`config.mk`:
```
export PLATFORM = sky130hd
export DESIGN_NAME = card_sense_seq
export DESIGN_NICKNAME = d
export VERILOG_FILES = /design/src/rtl/card_sense_pkg.sv /design/src/rtl/card_sense_timer.sv /design/src/rtl/card_sense_regs.sv /design/src/rtl/card_sense_fsm.sv /design/src/rtl/card_sense_seq.sv
export SDC_FILE = /design/constraint.sdc
export NUM_CORES = 1
export LEC_CHECK = 0
export BUFFER_PORTS_ARGS = -buffer_cell sky130_fd_sc_hd__buf_2
export CORE_MARGIN = 8
export CORE_UTILIZATION = 40
export CTS_BUF_LIST = sky130_fd_sc_hd__clkbuf_4
export CTS_CLUSTER_DIAMETER = 200
export CTS_CLUSTER_SIZE = 8
export DETAILED_ROUTE_END_ITERATION = 10
export PLACE_DENSITY = 0.67
export REMOVE_ABC_BUFFERS = 1
export SYNTH_ARGS = -nofsm -noshare
export SYNTH_HDL_FRONTEND = slang
export SYNTH_SLANG_ARGS = --single-unit
```
`constraint.sdc`:
```
create_clock -name clk -period 4.4 [get_ports clk]
set_clock_uncertainty 0.2 [all_clocks]
set_input_delay 0.88 -clock clk [delete_from_list [all_inputs] [get_ports clk]]
set_output_delay 0.88 -clock clk [all_outputs]
set_load 0.1 [all_outputs]
```
`src/rtl/card_sense_pkg.sv`:
```
package card_sense_pkg;
  localparam int VW = 6;
  localparam int DW = 8;
  localparam int AW = 8;
  localparam int CW = 16;
  localparam int MW = 3;

  typedef enum logic [1:0] {S_IDLE, S_STBY, S_DET, S_CAL} seq_st_t;

  localparam logic [AW-1:0] A_IRQ  = 8'h07;
  localparam logic [AW-1:0] A_STBL = 8'h30;
  localparam logic [AW-1:0] A_STBH = 8'h31;
  localparam logic [AW-1:0] A_DETL = 8'h32;
  localparam logic [AW-1:0] A_DETH = 8'h33;
  localparam logic [AW-1:0] A_MARG = 8'h34;
  localparam logic [AW-1:0] A_CMD  = 8'h35;
  localparam logic [AW-1:0] A_MODE = 8'h36;
  localparam logic [AW-1:0] A_STAT = 8'h37;
  localparam logic [AW-1:0] A_THA  = 8'h3F;
  localparam logic [AW-1:0] A_THB  = 8'h40;
  localparam logic [AW-1:0] A_THC  = 8'h41;
  localparam logic [AW-1:0] A_RESI = 8'h42;
  localparam logic [AW-1:0] A_RESQ = 8'h43;

  localparam logic [DW-1:0] C_START = 8'h01;
  localparam logic [DW-1:0] C_CAL   = 8'h02;
  localparam logic [DW-1:0] C_ABORT = 8'h03;
  localparam int IRQ_BIT = 5;

  function automatic logic [VW-1:0] sat_down(input logic [VW-1:0] b, input logic [MW-1:0] m);
    logic [VW:0] d;
    d = {1'b0, b} - {{(VW+1-MW){1'b0}}, m};
    return d[VW] ? '0 : d[VW-1:0];
  endfunction

  function automatic logic [VW-1:0] sat_up(input logic [VW-1:0] b, input logic [MW-1:0] m);
    logic [VW:0] s;
    s = {1'b0, b} + {{(VW+1-MW){1'b0}}, m};
    return s[VW] ? '1 : s[VW-1:0];
  endfunction
endpackage

```
`src/rtl/card_sense_timer.sv`:
```
module card_sense_timer #(
  parameter int CW = 16
) (
  input  logic          clk,
  input  logic          rst,
  input  logic          clr,
  input  logic          tick,
  input  logic [CW-1:0] limit,
  output logic          done
);
  logic [CW-1:0] cnt;
  logic [CW:0]   nxt;

  assign nxt  = {1'b0, cnt} + 1'b1;
  assign done = tick && (nxt >= {1'b0, limit});

  always_ff @(posedge clk) begin
    if (rst || clr) cnt <= '0;
    else if (tick && !done) cnt <= nxt[CW-1:0];
  end
endmodule

```
`src/rtl/card_sense_regs.sv`:
```
module card_sense_regs
  import card_sense_pkg::*;
#(
  parameter int VW = card_sense_pkg::VW,
  parameter int DW = card_sense_pkg::DW,
  parameter int AW = card_sense_pkg::AW,
  parameter int CW = card_sense_pkg::CW,
  parameter int MW = card_sense_pkg::MW,
  parameter logic [CW-1:0] STBY_RST = 10,
  parameter logic [CW-1:0] DET_RST  = 150,
  parameter logic [MW-1:0] MARG_RST = 1
) (
  input  logic          clk,
  input  logic          rst,
  input  logic          we,
  input  logic [AW-1:0] addr,
  input  logic [DW-1:0] wdata,
  output logic [DW-1:0] rdata,
  input  logic          busy,
  input  logic          det_set,
  input  logic          thr_load,
  input  logic [VW-1:0] ld_imin,
  input  logic [VW-1:0] ld_imax,
  input  logic [VW-1:0] ld_qmin,
  input  logic [VW-1:0] ld_qmax,
  input  logic [VW-1:0] res_i,
  input  logic [VW-1:0] res_q,
  output logic [CW-1:0] stby_len,
  output logic [CW-1:0] det_len,
  output logic [MW-1:0] margin,
  output logic          cycling,
  output logic [VW-1:0] imin,
  output logic [VW-1:0] imax,
  output logic [VW-1:0] qmin,
  output logic [VW-1:0] qmax,
  output logic          irq_flag,
  output logic          cmd_start,
  output logic          cmd_cal,
  output logic          cmd_abort,
  output logic          irq_w1c
);
  localparam int PW = DW - VW;
  localparam int HW = CW - DW;

  logic cmd_wr;
  assign cmd_wr    = we && (addr == A_CMD);
  assign cmd_start = cmd_wr && (wdata == C_START) && !busy;
  assign cmd_cal   = cmd_wr && (wdata == C_CAL) && !busy;
  assign cmd_abort = cmd_wr && (wdata == C_ABORT);
  assign irq_w1c   = we && (addr == A_IRQ) && wdata[IRQ_BIT];

  always_ff @(posedge clk) begin
    if (rst) begin
      stby_len <= STBY_RST;
      det_len  <= DET_RST;
      margin   <= MARG_RST;
      cycling  <= 1'b0;
    end else if (we) begin
      case (addr)
        A_STBL: stby_len[DW-1:0] <= wdata;
        A_STBH: stby_len[CW-1:DW] <= wdata[HW-1:0];
        A_DETL: det_len[DW-1:0] <= wdata;
        A_DETH: det_len[CW-1:DW] <= wdata[HW-1:0];
        A_MARG: margin <= wdata[MW-1:0];
        A_MODE: cycling <= wdata[0];
        default: ;
      endcase
    end
  end

  always_ff @(posedge clk) begin
    if (rst) begin
      imin <= '0;
      imax <= '0;
      qmin <= '0;
      qmax <= '0;
    end else if (thr_load) begin
      imin <= ld_imin;
      imax <= ld_imax;
      qmin <= ld_qmin;
      qmax <= ld_qmax;
    end else if (we) begin
      case (addr)
        A_THA: begin
          qmin <= wdata[VW-1:0];
          imax[VW-1 -: PW] <= wdata[DW-1:VW];
        end
        A_THB: begin
          qmax <= wdata[VW-1:0];
          imax[VW-1-PW -: PW] <= wdata[DW-1:VW];
        end
        A_THC: begin
          imin <= wdata[VW-1:0];
          imax[PW-1:0] <= wdata[DW-1:VW];
        end
        default: ;
      endcase
    end
  end

  always_ff @(posedge clk) begin
    if (rst) irq_flag <= 1'b0;
    else if (det_set) irq_flag <= 1'b1;
    else if (irq_w1c) irq_flag <= 1'b0;
  end

  always_ff @(posedge clk) begin
    if (rst) rdata <= '0;
    else begin
      rdata <= '0;
      case (addr)
        A_IRQ:  rdata[IRQ_BIT] <= irq_flag;
        A_STBL: rdata <= stby_len[DW-1:0];
        A_STBH: rdata[HW-1:0] <= stby_len[CW-1:DW];
        A_DETL: rdata <= det_len[DW-1:0];
        A_DETH: rdata[HW-1:0] <= det_len[CW-1:DW];
        A_MARG: rdata[MW-1:0] <= margin;
        A_MODE: rdata[0] <= cycling;
        A_STAT: rdata[0] <= busy;
        A_THA:  rdata <= {imax[VW-1 -: PW], qmin};
        A_THB:  rdata <= {imax[VW-1-PW -: PW], qmax};
        A_THC:  rdata <= {imax[PW-1:0], imin};
        A_RESI: rdata[VW-1:0] <= res_i;
        A_RESQ: rdata[VW-1:0] <= res_q;
        default: ;
      endcase
    end
  end
endmodule

```
`src/rtl/card_sense_fsm.sv`:
```
module card_sense_fsm
  import card_sense_pkg::*;
#(
  parameter int VW = card_sense_pkg::VW,
  parameter int CW = card_sense_pkg::CW,
  parameter int MW = card_sense_pkg::MW
) (
  input  logic          clk,
  input  logic          rst,
  input  logic          tick_ms,
  input  logic          tick_us,
  input  logic          start,
  input  logic          cal,
  input  logic          abort,
  input  logic          cycling,
  input  logic [CW-1:0] stby_len,
  input  logic [CW-1:0] det_len,
  input  logic [MW-1:0] margin,
  input  logic [VW-1:0] meas_i,
  input  logic [VW-1:0] meas_q,
  input  logic [VW-1:0] imin,
  input  logic [VW-1:0] imax,
  input  logic [VW-1:0] qmin,
  input  logic [VW-1:0] qmax,
  output logic          busy,
  output logic          meas_en,
  output logic [VW-1:0] res_i,
  output logic [VW-1:0] res_q,
  output logic          det_set,
  output logic          thr_load,
  output logic [VW-1:0] ld_imin,
  output logic [VW-1:0] ld_imax,
  output logic [VW-1:0] ld_qmin,
  output logic [VW-1:0] ld_qmax
);
  seq_st_t       state;
  logic          ph_tick, tmr_done, ph_done, outside;
  logic [CW-1:0] ph_lim;

  assign ph_tick = (state == S_STBY) ? tick_ms : tick_us;
  assign ph_lim  = (state == S_STBY) ? stby_len : det_len;

  card_sense_timer #(.CW(CW)) u_tmr (
    .clk  (clk),
    .rst  (rst),
    .clr  ((state == S_IDLE) || ph_done || abort),
    .tick (ph_tick),
    .limit(ph_lim),
    .done (tmr_done)
  );

  assign ph_done = tmr_done && (state != S_IDLE);
  assign outside = (meas_i < imin) || (meas_i > imax) ||
                   (meas_q < qmin) || (meas_q > qmax);
  assign busy     = (state != S_IDLE);
  assign meas_en  = (state == S_DET) || (state == S_CAL);
  assign det_set  = (state == S_DET) && ph_done && outside && !abort;
  assign thr_load = (state == S_CAL) && ph_done && !abort;
  assign ld_imin  = sat_down(meas_i, margin);
  assign ld_imax  = sat_up(meas_i, margin);
  assign ld_qmin  = sat_down(meas_q, margin);
  assign ld_qmax  = sat_up(meas_q, margin);

  always_ff @(posedge clk) begin
    if (rst) begin
      state <= S_IDLE;
      res_i <= '0;
      res_q <= '0;
    end else if (abort) begin
      state <= S_IDLE;
    end else begin
      case (state)
        S_IDLE: begin
          if (start) state <= S_STBY;
          else if (cal) state <= S_CAL;
        end
        S_STBY: if (ph_done) state <= S_DET;
        S_DET: begin
          if (ph_done) begin
            res_i <= meas_i;
            res_q <= meas_q;
            if (outside || !cycling) state <= S_IDLE;
            else state <= S_STBY;
          end
        end
        default: begin
          if (ph_done) begin
            res_i <= meas_i;
            res_q <= meas_q;
            state <= S_IDLE;
          end
        end
      endcase
    end
  end
endmodule

```
`src/rtl/card_sense_seq.sv`:
```
module card_sense_seq
  import card_sense_pkg::*;
#(
  parameter int VW = card_sense_pkg::VW,
  parameter int DW = card_sense_pkg::DW,
  parameter int AW = card_sense_pkg::AW,
  parameter int CW = card_sense_pkg::CW,
  parameter int MW = card_sense_pkg::MW
) (
  input  logic          clk,
  input  logic          rst,
  input  logic          tick_ms,
  input  logic          tick_us,
  input  logic [VW-1:0] meas_i,
  input  logic [VW-1:0] meas_q,
  input  logic          reg_we,
  input  logic [AW-1:0] reg_addr,
  input  logic [DW-1:0] reg_wdata,
  output logic [DW-1:0] reg_rdata,
  output logic          meas_en,
  output logic          irq_o
);
  logic          busy, det_set, thr_load, cycling, irq_flag;
  logic          cmd_start, cmd_cal, cmd_abort, irq_w1c;
  logic [VW-1:0] ld_imin, ld_imax, ld_qmin, ld_qmax;
  logic [VW-1:0] imin, imax, qmin, qmax, res_i, res_q;
  logic [CW-1:0] stby_len, det_len;
  logic [MW-1:0] margin;

  card_sense_regs #(.VW(VW), .DW(DW), .AW(AW), .CW(CW), .MW(MW)) u_regs (
    .clk(clk), .rst(rst), .we(reg_we), .addr(reg_addr), .wdata(reg_wdata),
    .rdata(reg_rdata), .busy(busy), .det_set(det_set), .thr_load(thr_load),
    .ld_imin(ld_imin), .ld_imax(ld_imax), .ld_qmin(ld_qmin), .ld_qmax(ld_qmax),
    .res_i(res_i), .res_q(res_q), .stby_len(stby_len), .det_len(det_len),
    .margin(margin), .cycling(cycling), .imin(imin), .imax(imax),
    .qmin(qmin), .qmax(qmax), .irq_flag(irq_flag), .cmd_start(cmd_start),
    .cmd_cal(cmd_cal), .cmd_abort(cmd_abort), .irq_w1c(irq_w1c)
  );

  card_sense_fsm #(.VW(VW), .CW(CW), .MW(MW)) u_fsm (
    .clk(clk), .rst(rst), .tick_ms(tick_ms), .tick_us(tick_us),
    .start(cmd_start), .cal(cmd_cal), .abort(cmd_abort), .cycling(cycling),
    .stby_len(stby_len), .det_len(det_len), .margin(margin),
    .meas_i(meas_i), .meas_q(meas_q), .imin(imin), .imax(imax),
    .qmin(qmin), .qmax(qmax), .busy(busy), .meas_en(meas_en),
    .res_i(res_i), .res_q(res_q), .det_set(det_set), .thr_load(thr_load),
    .ld_imin(ld_imin), .ld_imax(ld_imax), .ld_qmin(ld_qmin), .ld_qmax(ld_qmax)
  );

  assign irq_o = irq_flag;
endmodule

```
======== Word level (Yosys, flattened, before mapping) ========
Cells that the tools add are included.
word-level totals
  input bits .............................. 33
  word-level logic and storage cells ...... 136
  register bits after elaboration ......... 99
  output and inout bits ................... 10
operators by class
  add/sub/neg operators ................... 5
  muxes and demuxes ....................... 34
  $lt $le $gt $ge ......................... 5
  equality and inequality tests ........... 23
  bitwise logic cells ..................... 2
  reductions and logical operators ........ 49
operators by type and width
  kind                                                 number
  two-way mux 6 bit                                    15
  equality test 8 x 6 -> 1 bit, second input constant  9
  equality test 8 x 7 -> 1 bit, second input constant  4
  case mux 2 bit (10 select lines)                     1
  case mux 2 bit (9 select lines)                      1
  AND reduction 2 bit                                  9
  adder 16 x 1 -> 17 bit, second input constant        1
  greater-or-equal comparator 17 x 16 -> 1 bit         1
  equality test 8 x 2 -> 1 bit, second input constant  2
  logical AND 1 bit                                    16
  two-way mux 16 bit                                   1
  two-way mux 2 bit                                    8
  adder 6 x 3 -> 7 bit                                 2
  case mux 2 bit (7 select lines)                      1
  nonzero test 2 bit                                   7
  subtractor 6 x 3 -> 7 bit                            2
  greater-than comparator 6 bit                        2
  less-than comparator 6 bit                           2
  case mux 1 bit (12 select lines)                     1
  case mux 1 bit (10 select lines)                     1
  equality test 8 x 1 -> 1 bit, second input constant  1
  equality test 8 x 3 -> 1 bit, second input constant  1
  logical OR 1 bit                                     8
  case mux 2 bit (3 select lines)                      1
  other kinds (11)                                     21

======== Longest topological paths before layout ========
Gate-level depths: netlist of run 1.
  depth after elaboration ................. 9
  mapped depth ............................ 17
  mapped depth without buffers ............ 14

======== By module ========
From an unflattened synthesis of run 1, not the netlist that was laid out.
second synthesis, totals
  cell total of the unflattened synthesis .. 815
  area, all modules ....................... 6960.4 sq um
by module, submodules not included
  module            instances  seq. area each (sq um)  area an instance (sq um)  cells each
  card_sense_regs   1          1381.3                  3428.3                    363
  card_sense_fsm    1          280.3                   2033.2                    273
  card_sense_timer  1          320.3                   1498.9                    179

======== Least setup slack after synthesis of run 1 ========
No wires, ideal clock.
  path kind ............................... reg2reg
  start point ............................. register u_fsm.u_tmr.cnt[0]
  end point ............................... register u_regs.imax[0]
  stages on the path, launching flop included .. 18
  period minus slack after synthesis ...... 3.835 ns
  required time ........................... 4.079 ns
  buffers on the path ..................... 3
  setup time .............................. 0.121 ns
  setup slack ............................. 0.565 ns
  data arrival time ....................... 3.514 ns
  cells stage by stage .................... dfxtp_1 > ha_1 > nand3_2 > or3_1 > buf_6 > nor2_1 > nand3_1 > xnor2_1 > ha_1 > nand4_1 > nor4_1 > or3_1 > a21o_4 > o21a_4 > buf_12 > nand2_4 > buf_8 > mux2_2
between the ends
  word-level cells in the longest chain between the ends .. 8
  elaborated cells between the ends (all ways) .. 10
  those cells by class .................... add/sub (1); order compare (1); mux (1); reduce/logical (7)
ends and longest elaborated chain
  item                                              line                    source
  start, declared                                   card_sense_timer.sv:11  logic [CW-1:0] cnt;
  start signal, assigned                            card_sense_timer.sv:19  else if (tick && !done) cnt <= nxt[CW-1:0];
  adder 16 x 1 -> 17 bit (*)                        card_sense_timer.sv:14  assign nxt = {1'b0, cnt} + 1'b1;
  via u_fsm.u_tmr.nxt[12]                           card_sense_timer.sv:12  logic [CW:0] nxt;
  greater-or-equal comparator 17 x 16 -> 1 bit (*)  card_sense_timer.sv:15  assign done = tick && (nxt >= {1'b0, limit});
  logical AND 1 bit (*)                             card_sense_timer.sv:15
  logical AND 1 bit (*)                             card_sense_fsm.sv:52    assign ph_done = tmr_done && (state != S_IDLE);
  logical AND 1 bit (*) (2 in a row)                card_sense_fsm.sv:58    assign thr_load = (state == S_CAL) && ph_done && !abort;
  nonzero test 2 bit (no source line)               -
  AND reduction 2 bit (no source line)              -
  end signal, assigned by index                     card_sense_regs.sv:86   imax[VW-1 -: PW] <= wdata[DW-1:VW];
  end signal, assigned by index                     card_sense_regs.sv:90   imax[VW-1-PW -: PW] <= wdata[DW-1:VW];
  end signal, assigned by index                     card_sense_regs.sv:94   imax[PW-1:0] <= wdata[DW-1:VW];
  end, declared                                     card_sense_regs.sv:33   output logic [VW-1:0] imax,
Mark *: on every way through the listed nets, which the timed path passes. The rest lies on a longest branch.
A chain may end at the register's enable or synchronous reset.

======== Final worst setup path of run 1 ========
  start point ............................. register u_fsm.u_tmr.cnt[0]
  end point ............................... register u_regs.imax[1]
Same word-level chain as after synthesis.

==> results of run 1 <==
kinds of logic after synthesis:
| group | Yosys count |
|---|---|
| adder cells (fa/ha/maj) | 55 |
| AO/OA/AOI/OAI | 163 |
| XOR/XNOR | 26 |
| multiplexers | 95 |
| buffers and inverters | 89 |
| flip-flops | 99 |
| AND/OR/NAND/NOR | 264 |
final cells by class:
class / count / share of cell area
Multi-Input combinational cell: 603 / 0.609
Tap cell: 220 / 0.0377
Sequential cell: 99 / 0.272
Inverter: 42 / 0.0216
Antenna cell: 1 / 0.000343
Clock inverter: 6 / 0.00532
Clock buffer: 10 / 0.0103
Timing Repair Buffer: 55 / 0.0439
worst max-delay path by stage:
stage | to | cells past startpoint
final | u_regs.imax[1] | 12
after global routing | u_fsm.u_tmr.cnt[3] | 12
after CTS | u_regs.imax[1] | 14
after detailed placement | u_regs.imax[1] | 14
after global placement | u_regs.imax[0] | 14
after floorplan | u_regs.qmin[4] | 10
report_power, final:
group / switching, mW / total [mW] / internal, mW
Sequential: 0.00278 / 0.903 / 0.900
Combinational: 0.159 / 0.237 / 0.0780
Clock: 0.333 / 0.456 / 0.123
flip-flops by register name, summed over array words and instances, names as in the netlist:
register,count
u_fsm.res_i,6
u_fsm.res_q,6
u_fsm.state,2
u_fsm.u_tmr.cnt,16
u_regs.cycling,1
u_regs.det_len,16
u_regs.imax,6
u_regs.imin,6
u_regs.irq_flag,1
u_regs.margin,3
u_regs.qmax,6
u_regs.qmin,6
u_regs.rdata,8
u_regs.stby_len,16
layer usage:
layer	share of wire	GRT usage	vias to the layer above
met5	0	0	-
met4	0.019	0.0520	0
met3	0.068	0.0337	28
met2	0.43	0.266	218
met1	0.48	0.253	2839
li1	-	-	2885
worst max-delay path, delay by kind of cell (launching register included):
family          cells  cell delay (ns)
compound gates      3             1.25
simple gates        5             0.98
xor+xnor            1             0.22
fa+ha+maj           2             0.55
flops               1             0.45
mux                 1             0.36
cells in the mapped netlist, drive strengths merged, types with 4 or more instances:
cell type | number | share of area
a211oi | 6 | 0.0074
buf | 13 | 0.016
mux2 | 14 | 0.023
a21oi | 54 | 0.040
clkbuf | 34 | 0.019
nand2b | 5 | 0.0046
mux4 | 10 | 0.033
xnor2 | 16 | 0.021
a32oi | 4 | 0.0052
fa | 4 | 0.012
mux2i | 71 | 0.10
o41ai | 5 | 0.011
nand3 | 31 | 0.025
dfxtp | 99 | 0.29
inv | 42 | 0.023
nor2b | 10 | 0.0092
ha | 51 | 0.094
nor3 | 13 | 0.0096
a21o | 9 | 0.011
nand2 | 68 | 0.039
or4 | 5 | 0.0055
and3 | 9 | 0.0083
or3 | 9 | 0.0083
o31ai | 10 | 0.013
o21ai | 31 | 0.023
o211ai | 5 | 0.0055
nor4 | 5 | 0.0055
a22oi | 9 | 0.0099
a311oi | 4 | 0.0052
a31oi | 8 | 0.0074
nand4 | 12 | 0.011
xor2 | 10 | 0.013
a22o | 4 | 0.0052
nor2 | 83 | 0.046
per-stage QoR:
stage / TNS [ns] / util / cells / hold slack, ns / cell area, sq um
6_report: 0 / 0.440 / 1036 / 0.290 / 7300
3_5_place_dp: 0 / 0.432 / 1019 / 0.270 / 7160
3_3_place_gp: 0 / 0.432 / 1019 / 0.257 / 7160
2_1_floorplan: -0.00308 / - / 744 / 0.239 / 6560
5_1_grt: 0 / 0.440 / 1036 / 0.309 / 7300
4_1_cts: 0 / 0.439 / 1035 / 0.292 / 7270
what timing repair did:
action                                  CTS  global route
resized for setup                         0             4
endpoints found under the hold margin     0             0
endpoints found under the setup margin    0            23
==> metrics.yaml, run 1 <==
synth_area_per_cell_sq_um: 8.60
grt_overflow_total: 0
synth_cell_types: 69
cts_tree: "yes"
ir_drop_mv: 0.115
dp_hpwl_um: 14000
critPathRequiredTime_ns: 4.60
die_y_um: 146
setup_ws_ns: 0.274
die_area_sq_um: 21400
remaining_drc_errors: 0
ys_warn_count: 0
rsz0062_at_grt: "false"
cts_hold_buf: 0
final_net_count: 898
wl_um: 19200
slowest_delay_ns: 0.66
area_growth_pct: 7.30
finalWorstPathRequiredPeriod_ns: 4.13
cts_setup_buffers: 0
ioPinCount: 43
r2r_start: "u_fsm.u_tmr.cnt[0]"
hold_path_class: "reg -> reg"
place.gp.congestion: 0.871
cpMaxStageDelayCell: "a2111oi_0"
critPathMaxFanout: 21
cts_max_level: 3
layout_commonest_cell: "dfxtp_1"
synth_xor_area_frac: 0.0335
synth_compound_area_frac: 0.162
p_per_area_nw_per_um2: 219
cp_common_cell: "ha_1"
maxSlewViolCount: 0
hold_end: "u_regs.det_len[0]"
synthesis.area_sq_um: 6800
vias_per_cell: 5.76
max_clock_freq_mhz: 242
cp-start-kind: "flop"
place_ws_ns: 0.174
finalHoldViolCount: 0
clockBufferDepth: 2
wl_per_cell_um: 18.6
clock-sinks: 99
antenna_found_initial: 1
insertion_delay_ns: 0.49
synth_edf_count: 0
crit_chain: "ha_1 -> nand3_2 -> or3_1 -> xnor2_1 -> ha_1 -> a211oi_2 -> nor2_1 -> a2111oi_0 -> nor3b_2 -> o21a_4 -> nand2_8 -> mux2_2"
rr_endpoint: "u_regs.imax[1]"
grt_pass1_vias: 5578
cts_made_buffers: 9
core_sq_um: 16600
finalPower_mw: 1.60
start_util: 0.410
seq_area_sq_um: 1980
root_buffer: "clkbuf_4"
grt_max_degree: 46
track_usage: 0.178
portBuffers: 42
r2r_slack_ns: 0.27
async_flop_share: 0
synth-simple-area-share: 0.189
ys_ff_latch: 99
layout-drive-gt1-share: 0.135
cap_viol_max_count: 0
synth_top_family_by_area: "simple AND/OR/NAND/NOR gates"
r2r_cells: 12
finalSetupViolCount: 0
yosys-mux-area-fraction: 0.161
min_delay_path_depth: 2
clkSlewWorstSetupHoldPaths_ns: 0.16
end_kind: "flop"
ys_seq_area_frac: 0.291
worst_slew_pin_slew_ns: 0.742
nFillCells: 1684
grt_pass1_wl_um: 30600
slew_headroom: 0.492
yosys_most_used_dff: "dfxtp_1"
critPathKind: "reg -> reg"
vias: 5970
die_w_um: 146
leakage_nw: 3.10
crit_start: "u_fsm.u_tmr.cnt[0]"
fin_crit_sh: 0.938
drtAntennaViolNets: 0
hp-start: "u_regs.det_len[0]"
first_pass_iters: 5
syn_inst: 791
drtIter0Drc: 436
mostFrequentLayoutCells: "dfxtp_1 (99), nor2_1 (82), mux2i_1 (71)"
synth-adder-area-share: 0.106
row_count: 47
arrival_ns: 4.33
multiInputGateArea_sq_um: 4450
status: "completed"
Power figures use the tool's default switching activity.
==> run 2: changes to the inputs <==
--- a/config.mk
+++ b/config.mk
@@ -16,4 +16,5 @@
 export REMOVE_ABC_BUFFERS = 1
 export SYNTH_ARGS = -nofsm -noshare
 export SYNTH_HDL_FRONTEND = slang
+export SYNTH_HIERARCHICAL = 1
 export SYNTH_SLANG_ARGS = --single-unit
==> run 2 against run 1 <==
Against the previous run:
- total power increased by 0.40%
- critical endpoint is now u_fsm/u_tmr/cnt[14]
- routed wire length is 0.91% lower
- first-iteration DRC count fell by 4.6%
- global-route usage is 0.23 points lower
- utilization fell by 0.92 points
- critical path type unchanged
==> metrics.yaml, run 2 <==
area_growth_pct: 6.37
first_pass_iters: 5
grtUsageMet1: 0.242
ir_drop_mv: 0.121
critPathKind: "reg -> reg"
grt_overflow_total: 0
critPathMaxFanout: 11
leakage_nw: 3.19
ys_warn_count: 6
cpMaxStageDelayCell: "or2_2"
max_clock_freq_mhz: 253
antenna_found_initial: 1
drtIter0Drc: 416
portBuffers: 42
row_count: 48
wl_per_cell_um: 18.0
synthesis.area_sq_um: 6960
nFillCells: 1766
seq_area_sq_um: 1980
clkSlewWorstSetupHoldPaths_ns: 0.18
final_net_count: 914
remaining_drc_errors: 0
grt_pass1_wl_um: 30500
status: "completed"
vias: 6022
finalWorstPathRequiredPeriod_ns: 3.95
clockBufferDepth: 2
dp_hpwl_um: 14000
die_area_sq_um: 21900
core_sq_um: 17200
cp-start-kind: "flop"
grt_use_met3: 0.0300
grt_pass1_vias: 5654
cts_setup_buffers: 0
syn_inst: 814
cp_common_cell: "nor2_1"
grt_max_degree: 49
hold_path_class: "reg -> reg"
rsz0062_at_grt: "false"
grt_busiest_layer: "met2"
cap_viol_max_count: 0
reg_top3: "u_fsm/u_tmr/cnt x16, u_regs/det_len x16, u_regs/stby_len x16"
ioPinCount: 43
place.gp.congestion: 0.904
cts-resized-gates: 0
critPathRequiredTime_ns: 4.65
arrival_ns: 4.19
finalSetupViolCount: 0
start_util: 0.405
wl_um: 19100
cts_tree: "yes"
root_buffer: "clkbuf_4"
multiInputGateArea_sq_um: 4500
die_w_um: 148
synth_area_per_cell_sq_um: 8.55
clock-sinks: 99
end_kind: "flop"
maxSlewViolCount: 0
slew_headroom: 0.565
mostFrequentLayoutCells: "dfxtp_1 (99), nor2_1 (88), nand2_1 (73)"
cts_hold_buf: 0
fin_crit_sh: 0.897
cts_made_buffers: 9
vias_per_cell: 5.70
layout-drive-gt1-share: 0.149
die_y_um: 148
cts_max_level: 3
layout_commonest_cell: "dfxtp_1"
holdWs_ns: 0.269
slowest_delay_ns: 0.47
worst_slew_pin_slew_ns: 0.649
drtAntennaViolNets: 0
final_util: 0.431
insertion_delay_ns: 0.51
p_per_area_nw_per_um2: 217
crit_chain: "ha_1 -> and3_2 -> nand3_1 -> nor2_1 -> xor2_1 -> ha_1 -> a21o_1 -> a21oi_1 -> o21a_1 -> nand3_1 -> o21a_1 -> nor2_1 -> nand2_1 -> or2_2 -> nor2_1 -> a41o_1"
track_usage: 0.176
use_met2: 0.268
finalHoldViolCount: 0
[run 2: final timing paths]
kind / to / slack [ns] / from / cells past startpoint
worst min-delay path: u_fsm/res_i[1] / 0.27 / u_fsm/res_i[1] / 2
worst min register to register: u_fsm/res_i[1] / 0.27 / u_fsm/res_i[1] / 2
worst max register to register: u_fsm/u_tmr/cnt[14] / 0.45 / u_fsm/u_tmr/cnt[0] / 16
worst max-delay path: u_fsm/u_tmr/cnt[14] / 0.45 / u_fsm/u_tmr/cnt[0] / 16
[run 2: critical path, delay by kind of cell, from the launching register on]
family	cells	cell delay, ns
AND/OR/NAND/NOR	8	1.60
AO/OA/AOI/OAI	5	0.94
adder cells (fa/ha/maj)	2	0.53
flip-flops	1	0.43
XOR/XNOR	1	0.19
[run 2: per-stage QoR]
stage | instance area, sq um | total power [mW] | TNS [ns] | cells | setup slack, ns
after floorplan | 6680 | 1.01 | -17.35 | 762 | -0.689
after global placement | 7260 | 1.10 | 0 | 1040 | 0.590
after detailed placement | 7260 | 1.10 | 0 | 1040 | 0.548
after CTS | 7400 | 1.61 | 0 | 1055 | 0.489
after global routing | 7400 | 1.67 | 0 | 1056 | 0.226
final | 7400 | 1.60 | 0 | 1056 | 0.453
[run 2: area by class of cell]
class | count | area share
sequential | 99 | 0.268
clock inverter | 6 | 0.00879
antenna | 1 | 0.000338
tap | 225 | 0.0380
inverter | 51 | 0.0259
multi-input combinational | 612 | 0.609
clock buffer | 9 | 0.00913
timing repair buffer | 53 | 0.0413
[run 2: where the power goes]
part           internal [mW]  leakage (nW)  switching (mW)
Combinational         0.0646          2.32           0.122
Clock                  0.172        0.0726           0.345
Sequential             0.898         0.797        0.000669
Total                   1.13          3.19           0.467
[run 2: layer usage]
layer | routed length (um) | share of wire
met1 | 8980 | 0.47
met2 | 8400 | 0.44
met3 | 1190 | 0.062
met4 | 476 | 0.025
met5 | 0 | 0
